**config.mk**
```make
export PLATFORM = sky130hd
export DESIGN_NAME = dac_cmd_core
export DESIGN_NICKNAME = d
export VERILOG_FILES = /design/src/rtl/dac_cmd_pkg.sv /design/src/rtl/dac_spi_rx.sv /design/src/rtl/dac_func_regs.sv /design/src/rtl/dac_chan_regs.sv /design/src/rtl/dac_cmd_core.sv
export SDC_FILE = /design/constraint.sdc
export NUM_CORES = 1
export LEC_CHECK = 0
export CAP_MARGIN = 20
export CORE_MARGIN = 3
export CORE_UTILIZATION = 36
export DETAILED_ROUTE_END_ITERATION = 10
export REMOVE_ABC_BUFFERS = 1
export SLEW_MARGIN = 20
export SYNTH_ARGS = -nofsm -noshare
export SYNTH_HDL_FRONTEND = slang
export SYNTH_SLANG_ARGS = --single-unit
```
**constraint.sdc**
```tcl
create_clock -name clk -period 2.46 [get_ports clk]
set_input_delay 0.738 -clock clk [delete_from_list [all_inputs] [get_ports clk]]
set_output_delay 0.738 -clock clk [all_outputs]
set_load 0.05 [all_outputs]
```
**src/rtl/dac_cmd_pkg.sv**
```systemverilog
package dac_cmd_pkg;

    // register-select field values
    localparam logic [2:0] SEL_FUNC = 3'b000;
    localparam logic [2:0] SEL_DATA = 3'b010;
    localparam logic [2:0] SEL_GAIN = 3'b011;

    // function-register addresses
    localparam logic [2:0] FN_NOP   = 3'b000;
    localparam logic [2:0] FN_CFG   = 3'b001;
    localparam logic [2:0] FN_CLEAR = 3'b100;
    localparam logic [2:0] FN_LOAD  = 3'b101;

    // channel address that writes every channel
    localparam logic [2:0] CH_ALL   = 3'b100;

    typedef enum logic [1:0] {
        RX_IDLE   = 2'd0,
        RX_SHIFT  = 2'd1,
        RX_COMMIT = 2'd2,
        RX_DROP   = 2'd3
    } rx_state_e;

    // configuration bits, MSB first, matching data bits 5..0
    typedef struct packed {
        logic lgo_en;
        logic p1_dir;
        logic p1_val;
        logic p0_dir;
        logic p0_val;
        logic sdo_dis;
    } cfg_t;

endpackage

```
**src/rtl/dac_spi_rx.sv**
```systemverilog
module dac_spi_rx
    import dac_cmd_pkg::*;
#(
    parameter int FRAME_LEN = 24
) (
    input  logic                 clk,
    input  logic                 rst_n,
    input  logic                 sclk_i,
    input  logic                 sync_n_i,
    input  logic                 sdi_i,
    output logic [FRAME_LEN-1:0] frame_o,
    output logic                 frame_vld_o
);

    localparam int CNT_MAX = FRAME_LEN + 1;
    localparam int CNT_W   = $clog2(CNT_MAX + 1);

    rx_state_e            state_q, state_d;
    logic                 sclk_q;
    logic                 sclk_fall;
    logic [CNT_W-1:0]     bit_cnt_q;
    logic [FRAME_LEN-1:0] shreg_q;

    assign sclk_fall = sclk_q & ~sclk_i;

    // state register
    always_ff @(posedge clk or negedge rst_n) begin
        if (!rst_n) begin
            state_q <= RX_IDLE;
        end else begin
            state_q <= state_d;
        end
    end

    // next-state logic
    always_comb begin
        state_d = state_q;
        unique case (state_q)
            RX_IDLE:   if (!sync_n_i) state_d = RX_SHIFT;
            RX_SHIFT:  if (sync_n_i)
                           state_d = (bit_cnt_q == CNT_W'(FRAME_LEN)) ? RX_COMMIT : RX_DROP;
            RX_COMMIT: state_d = RX_IDLE;
            RX_DROP:   state_d = RX_IDLE;
        endcase
    end

    // datapath: edge detect, shifter, saturating bit counter
    always_ff @(posedge clk or negedge rst_n) begin
        if (!rst_n) begin
            sclk_q    <= 1'b1;
            bit_cnt_q <= '0;
            shreg_q   <= '0;
        end else begin
            sclk_q <= sclk_i;
            if (state_q == RX_IDLE) begin
                bit_cnt_q <= '0;
            end else if (state_q == RX_SHIFT && !sync_n_i && sclk_fall) begin
                shreg_q <= {shreg_q[FRAME_LEN-2:0], sdi_i};
                if (bit_cnt_q != CNT_W'(CNT_MAX)) begin
                    bit_cnt_q <= bit_cnt_q + 1'b1;
                end
            end
        end
    end

    // outputs
    always_comb begin
        frame_o     = shreg_q;
        frame_vld_o = (state_q == RX_COMMIT);
    end

endmodule

```
**src/rtl/dac_func_regs.sv**
```systemverilog
module dac_func_regs
    import dac_cmd_pkg::*;
#(
    parameter int NPIN = 2
) (
    input  logic            clk,
    input  logic            rst_n,
    input  logic            wr_cfg_i,
    input  cfg_t            wcfg_i,
    input  logic [NPIN-1:0] pin_in_i,
    output cfg_t            cfg_o
);

    cfg_t            cfg_q;
    logic [NPIN-1:0] new_dir;
    logic [NPIN-1:0] new_val;
    logic [NPIN-1:0] cur_dir;
    logic [NPIN-1:0] nxt_val;

    assign new_dir = {wcfg_i.p1_dir, wcfg_i.p0_dir};
    assign new_val = {wcfg_i.p1_val, wcfg_i.p0_val};
    assign cur_dir = {cfg_q.p1_dir, cfg_q.p0_dir};

    // value bit: written data when the pin is (or becomes) an output,
    // otherwise the sensed pin level
    always_comb begin
        for (int i = 0; i < NPIN; i++) begin
            if (wr_cfg_i) begin
                nxt_val[i] = new_dir[i] ? new_val[i] : pin_in_i[i];
            end else begin
                nxt_val[i] = cur_dir[i] ? (i == 0 ? cfg_q.p0_val : cfg_q.p1_val)
                                        : pin_in_i[i];
            end
        end
    end

    always_ff @(posedge clk or negedge rst_n) begin
        if (!rst_n) begin
            cfg_q <= '0;
        end else begin
            if (wr_cfg_i) begin
                cfg_q.lgo_en  <= wcfg_i.lgo_en;
                cfg_q.p1_dir  <= wcfg_i.p1_dir;
                cfg_q.p0_dir  <= wcfg_i.p0_dir;
                cfg_q.sdo_dis <= wcfg_i.sdo_dis;
            end
            cfg_q.p0_val <= nxt_val[0];
            cfg_q.p1_val <= nxt_val[1];
        end
    end

    assign cfg_o = cfg_q;

endmodule

```
**src/rtl/dac_chan_regs.sv**
```systemverilog
module dac_chan_regs #(
    parameter int DW = 16,
    parameter int GW = 2
) (
    input  logic          clk,
    input  logic          rst_n,
    input  logic          wr_data_i,
    input  logic          wr_gain_i,
    input  logic          load_i,
    input  logic          clear_i,
    input  logic [DW-1:0] wdata_i,
    input  logic          twos_i,
    output logic [DW-1:0] code_o,
    output logic [GW-1:0] gain_o
);

    localparam logic [DW-1:0] SIGN_FLIP = {1'b1, {(DW-1){1'b0}}};

    logic [DW-1:0] in_q;
    logic [DW-1:0] dac_q;
    logic [GW-1:0] gain_q;

    always_ff @(posedge clk or negedge rst_n) begin
        if (!rst_n) begin
            in_q   <= '0;
            dac_q  <= '0;
            gain_q <= '0;
        end else begin
            if (wr_data_i) in_q   <= wdata_i;
            if (wr_gain_i) gain_q <= wdata_i[GW-1:0];
            if (clear_i) begin
                dac_q <= '0;
            end else if (load_i) begin
                dac_q <= in_q;
            end
        end
    end

    assign code_o = twos_i ? (dac_q ^ SIGN_FLIP) : dac_q;
    assign gain_o = gain_q;

endmodule

```
**src/rtl/dac_cmd_core.sv**
```systemverilog
module dac_cmd_core
    import dac_cmd_pkg::*;
#(
    parameter int DW  = 16,
    parameter int NCH = 2,
    parameter int GW  = 2
) (
    input  logic              clk,
    input  logic              rst_n,
    input  logic              spi_sclk_i,
    input  logic              spi_sync_n_i,
    input  logic              spi_sdi_i,
    input  logic              twos_comp_i,
    input  logic [1:0]        gpio_in_i,
    output logic [NCH*DW-1:0] dac_code_o,
    output logic [NCH*GW-1:0] gain_o,
    output logic              lgo_en_o,
    output logic [1:0]        gpio_oe_o,
    output logic [1:0]        gpio_out_o,
    output logic              sdo_oe_o
);

    localparam int FL     = DW + 8;
    localparam int RW_BIT = FL - 1;
    localparam int SEL_LO = DW + 3;
    localparam int ADR_LO = DW;

    logic [FL-1:0] rx_frame;
    logic          rx_vld;
    logic          wr_ok;
    logic [2:0]    f_sel;
    logic [2:0]    f_adr;
    logic [DW-1:0] f_dat;
    logic          do_cfg;
    logic          do_load;
    logic          do_clear;
    cfg_t          cfg;

    dac_spi_rx #(.FRAME_LEN(FL)) u_rx (
        .clk         (clk),
        .rst_n       (rst_n),
        .sclk_i      (spi_sclk_i),
        .sync_n_i    (spi_sync_n_i),
        .sdi_i       (spi_sdi_i),
        .frame_o     (rx_frame),
        .frame_vld_o (rx_vld)
    );

    assign f_sel = rx_frame[SEL_LO +: 3];
    assign f_adr = rx_frame[ADR_LO +: 3];
    assign f_dat = rx_frame[DW-1:0];
    assign wr_ok = rx_vld && !rx_frame[RW_BIT];

    assign do_cfg   = wr_ok && f_sel == SEL_FUNC && f_adr == FN_CFG;
    assign do_clear = wr_ok && f_sel == SEL_FUNC && f_adr == FN_CLEAR;
    assign do_load  = wr_ok && f_sel == SEL_FUNC && f_adr == FN_LOAD;

    dac_func_regs #(.NPIN(2)) u_func (
        .clk      (clk),
        .rst_n    (rst_n),
        .wr_cfg_i (do_cfg),
        .wcfg_i   (cfg_t'(f_dat[5:0])),
        .pin_in_i (gpio_in_i),
        .cfg_o    (cfg)
    );

    for (genvar ch = 0; ch < NCH; ch++) begin : g_ch
        logic hit;
        assign hit = (f_adr == 3'(ch)) || (f_adr == CH_ALL);

        dac_chan_regs #(.DW(DW), .GW(GW)) u_chan (
            .clk       (clk),
            .rst_n     (rst_n),
            .wr_data_i (wr_ok && f_sel == SEL_DATA && hit),
            .wr_gain_i (wr_ok && f_sel == SEL_GAIN && hit),
            .load_i    (do_load),
            .clear_i   (do_clear),
            .wdata_i   (f_dat),
            .twos_i    (twos_comp_i),
            .code_o    (dac_code_o[ch*DW +: DW]),
            .gain_o    (gain_o[ch*GW +: GW])
        );
    end

    assign lgo_en_o   = cfg.lgo_en;
    assign gpio_oe_o  = {cfg.p1_dir, cfg.p0_dir};
    assign gpio_out_o = {cfg.p1_val, cfg.p0_val};
    assign sdo_oe_o   = !cfg.sdo_dis;

endmodule

```
### After elaboration in Yosys (flattened, before gate mapping)

Cells that the tools add are included.

* register bits: 106
* bits of input ports: 8
* output and inout port bits: 42
* logic and storage cells: 83

* $add $sub $neg: 1
* eq/ne operators: 14
* mux-type cells: 19
* bitwise logic cells: 5
* reduce and logical (&&, ||, !) cells: 28

Operator list (count)
* 16-bit 2-to-1 mux: 6
* 5-bit 2-to-1 mux: 3
* 1-bit logical AND: 13
* 2-bit inequality test, second input constant: 4
* 1-bit 2-to-1 mux: 7
* 3-bit by 2-bit == test with 1-bit output, second input constant: 2
* 3-bit == test, second input constant: 2
* 3-bit zero test: 2
* 2-bit case mux with 3 select lines: 1
* 2-bit AND reduction: 3
* 2-bit nonzero test: 3
* 5-bit by 1-bit adder with 5-bit output, second input constant: 1
* 5-bit == test, second input constant: 1
* 5-bit inequality test, second input constant: 1
* 2-bit == test, second input constant: 2
* 2-bit 2-to-1 mux: 2
* 1-bit inverter: 4
* 3-bit by 1-bit == test with 1-bit output, second input constant: 1
* 1-bit zero test: 3
* 2-bit by 1-bit == test with 1-bit output, second input constant: 1
* 2-bit zero test: 1
* 1-bit logical OR: 2
* 2-bit OR reduction: 1
* 1-bit bitwise AND: 1

### Longest topological paths before layout

* depth after elaboration: 6
* mapped depth: 6
* mapped depth without buffers: 6

### Cells and area by module

From an unflattened synthesis, not the netlist that was laid out.

* cells, all modules: 343
* area total of the unflattened synthesis: 4887.2 um2

By module, submodules not included
* dac_chan_regs: times used 2, cells each 106, area an instance 1498.9 um2, seq. area each 850.8 um2
* dac_spi_rx: times used 1, cells each 99, area an instance 1467.7 um2, seq. area each 802.0 um2
* dac_func_regs: times used 1, cells each 17, area an instance 281.5 um2, seq. area each 150.1 um2
* dac_cmd_core: times used 1, cells each 15, area an instance 140.1 um2, seq. area each 0.0 um2

### Worst setup path before layout

Ideal clock, no wire load.

* kind: in2out
* start: in twos_comp_i
* end: out dac_code_o[15]
* arrival time: 1.495 ns
* data required time: 1.722 ns
* slack: 0.227 ns
* stages on the path: 1
* path buffers: 0
* cell sequence: xor2_1

* word-level cells in the longest chain between the ends: 1

RTL lines
* start: declaration: RTL line dac_cmd_core.sv:13 `input logic twos_comp_i,`
* 16-bit 2-to-1 mux: RTL line dac_chan_regs.sv:39 `assign code_o = twos_i ? (dac_q ^ SIGN_FLIP) : dac_q;`
* end: declaration: RTL line dac_cmd_core.sv:15 `output logic [NCH*DW-1:0] dac_code_o,`

No other way between the ends.

### Final worst setup path

Ends and elaborated chain as after synthesis.

==> results.yml <==
outcome:
  status: "complete, no violations"
synthesis:
  synth_xor_area_frac: 0.00972
  syn_avg_cell_area_um2: 12.3
  ys_ff_latch: 106
  synth_edf_count: 0
  ys.flop_type: "dfrtp_1"
  synth_cells: 366
  synth_mux_area_frac: 0.164
  synthAdderAreaFrac: 0.00833
  async_flop_share: 1.00
  synth_warnings: 0
  synth_top_family_by_area: "multiplexers"
  synth_area_mm2: 0.00451
  synth-simple-area-share: 0.102
  synth.distinct_cells: 36
  synth_compound_area_frac: 0.0461
  seq_area_frac_synth: 0.589
critical_path:
  crit_path_start_kind: "input pin"
  cp.arrival_ns: 1.67
  worstSetupPathType: "input pin to primary output"
  crit_path_end_kind: "primary output"
  cp.required_ns: 1.72
  crit_fanout: 2
cts:
  clkTransAtPathRegs_ns: 0.07
  post_cts_buffers: 0
  cts_max_level: 3
  cts_buffers: 9
  cts_hold_buf: 0
  ctsLongestPathBuffers: 2
  cts_resized: 0
  clock-root-buffer: "clkbuf_16"
  clock_sinks: 106
  cts_tree: "done"
  clk_latency_ns: 0.34
pwr:
  leakage_nw: 2.40
  ir_worst_vdd_uv: 317
  p_per_area_mw_per_mm2: 663
cells_and_area:
  antenna_cells: 0
  syn_to_final_growth_pct: 16.4
  regArea_mm2: 0.00265
  drive_gt1_frac: 0.192
  utilization: 0.433
  multi_input_area_mm2: 0.00150
  num-fill-cells: 1143
  nets: 393
place:
  port_buffers: 49
  dp_slack_ns: 0.0503
  gp_congestion: 0.739
  place.detailed.hpwl_mm: 4.96
floorplan:
  num_io_pins: 50
  die-area_mm2: 0.0139
  std_cell_rows: 40
  die_height_um: 118
  initial_core_util: 0.372
  core_region_area_mm2: 0.0121
  die_x_um: 118
route:
  drc: 0
  avgViaCountPerCell: 4.60
  routed_wl_mm: 7.74
  firstDrtPassIters: 4
  wl_per_cell_um: 14.0
  drt_iter0_drc: 150
  detail-route-antenna-nets: 0
  vias: 2546
timing:
  final.setup.tns_ns: 0
  worst_slew_pin_slew_ns: 0.528
  post-route-period-util: 0.977
  slew-limit-headroom: 0.648
  slew_violations: 0
  setup_ws_ns: 0.0563
  clock.fmax_mhz: 416
  skew_ns: 0.00572
  period_minus_slack_ns: 2.40
  setup_viol: 0
  rsz0062_at_grt: "false"
  finalHoldViolations: 0
grt:
  antenna_found_initial: 0
  grt_max_degree: 92
  grt_pass1_wl_mm: 13.5
  grt_use_total: 0.120
  grt_pass1_vias: 2806
  grt-ovfl-total: 0
min_path:
  worstHoldPathType: "input pin to async pin"
job:
  maxCapViolCount: 0
-- registers in the layout, summed over array words and instances, names as in the netlist --
register            cells
u_func.cfg_o            6
u_rx.bit_cnt_q          5
g_ch.u_chan.in_q       32
g_ch.u_chan.gain_o      4
u_rx.frame_o           24
u_rx.state_q            2
g_ch.u_chan.dac_q      32
u_rx.sclk_q             1
-- cell usage in the layout, fill, tap and decap left out, drive strengths merged --
| cell | synthesis | final |
|---|---|---|
| dfrtp | 105 | 105 |
| nand2 | 66 | 66 |
| mux2 | 64 | 64 |
| clkdlybuf4s50 | 0 | 46 |
| o21ai | 33 | 33 |
| clkbuf | 10 | 11 |
| buf | 40 | 9 |
| nor2 | 6 | 6 |
| inv | 4 | 5 |
| xor2 | 3 | 3 |
| nand4 | 3 | 3 |
| nor3 | 3 | 3 |
| ha | 3 | 3 |
| nand3 | 3 | 3 |
| and2 | 2 | 2 |
| and3 | 2 | 2 |
| mux2i | 2 | 2 |
| xnor2 | 2 | 2 |
| or3b | 2 | 2 |
| nor4b | 2 | 2 |
| nand4b | 2 | 2 |
| a211oi | 1 | 1 |
| a31o | 1 | 1 |
| a21oi | 1 | 1 |
| and2b | 1 | 1 |
| and3b | 1 | 1 |
| o221a | 1 | 1 |
| nand3b | 1 | 1 |
| o211a | 1 | 1 |
| clkinv | 0 | 1 |
| clkinvlp | 0 | 1 |
| bufinv | 0 | 1 |
| dfstp | 1 | 1 |
-- Yosys cell counts (all sizes together) (2+ instances only) --
master  instances  area, µm²
buf            40        309
o21ai          33        165
nor2            6       22.5
ha              3       37.5
xnor2           2       17.5
and2            2       12.5
nand4           3       18.8
nor3            3       15.0
mux2           64        721
and3            2       12.5
nor4b           2       38.8
dfrtp         105       2630
clkbuf         10       37.5
mux2i           2       20.0
nand3           3       27.5
nand4b          2       23.8
nand2          66        248
inv             4       15.0
xor2            3       26.3
or3b            2       17.5
-- per-layer routing --
layer | track usage | share of wire | wire length, µm | vias to the layer above
li1 | - | - | - | 1236
met1 | 0.155 | 0.48 | 3750 | 1250
met2 | 0.192 | 0.46 | 3550 | 47
met3 | 0.0216 | 0.033 | 254 | 13
met4 | 0.0637 | 0.024 | 187 | 0
met5 | 0 | 0 | 0 | -
-- area by class of cell --
type / instances / area share
inverters: 4 / 0.00286
well taps: 168 / 0.0401
clock buffers: 11 / 0.0463
clock inverters: 4 / 0.00978
flip-flops and latches: 106 / 0.506
multi-input cells: 206 / 0.285
repair buffers: 55 / 0.110
-- cells by family (layout without fill, tap and decap cells) --
logic type	Yosys count	in the layout
adders and majority gates	3	3
xor gates and xnor gates	5	5
AOI/OAI and AO/OA	38	38
muxes	66	66
and+or+nand+nor	94	94
DFF	106	106
buffers and inverters	54	74
-- power breakdown --
group | internal [mW] | switching, mW | total [mW]
Combinational | 0.0905 | 0.0909 | 0.181
Sequential | 1.80 | 0.0860 | 1.88
Clock | 0.813 | 0.602 | 1.42
Total | 2.70 | 0.779 | 3.48
-- metrics by stage --
step / area, µm² / power, mW / hold slack (ns) / std cells
3_5_place_dp: 4950 / 2.10 / 0.471 / 539
3_3_place_gp: 4950 / 2.10 / 0.466 / 539
4_1_cts: 5250 / 3.54 / 0.245 / 554
2_1_floorplan: 4160 / 1.99 / 0.442 / 316
5_1_grt: 5250 / 3.61 / 0.257 / 554
6_report: 5250 / 3.48 / 0.252 / 554
-- worst paths after layout --
kind | to | cells past startpoint | start | slack [ns]
min | g_ch[0].u_chan.dac_q[13] | 1 | rst_n | 0.25
min in group clk | g_ch[0].u_chan.dac_q[13] | 2 | g_ch[0].u_chan.dac_q[13] | 0.48
min reg2reg | g_ch[0].u_chan.dac_q[13] | 2 | g_ch[0].u_chan.dac_q[13] | 0.48
max reg2reg | g_ch[1].u_chan.in_q[4] | 5 | u_rx.state_q[0] | 0.42
max in group asynchronous | g_ch[1].u_chan.in_q[10] | 2 | rst_n | 1.46
max | dac_code_o[15] | 3 | twos_comp_i | 0.06
-- critical path: stages --
cell,delay [ns]
clkdlybuf4s50_1,0.50
xor2_1,0.25
buf_12,0.17
(Power assumes the default switching activity.)
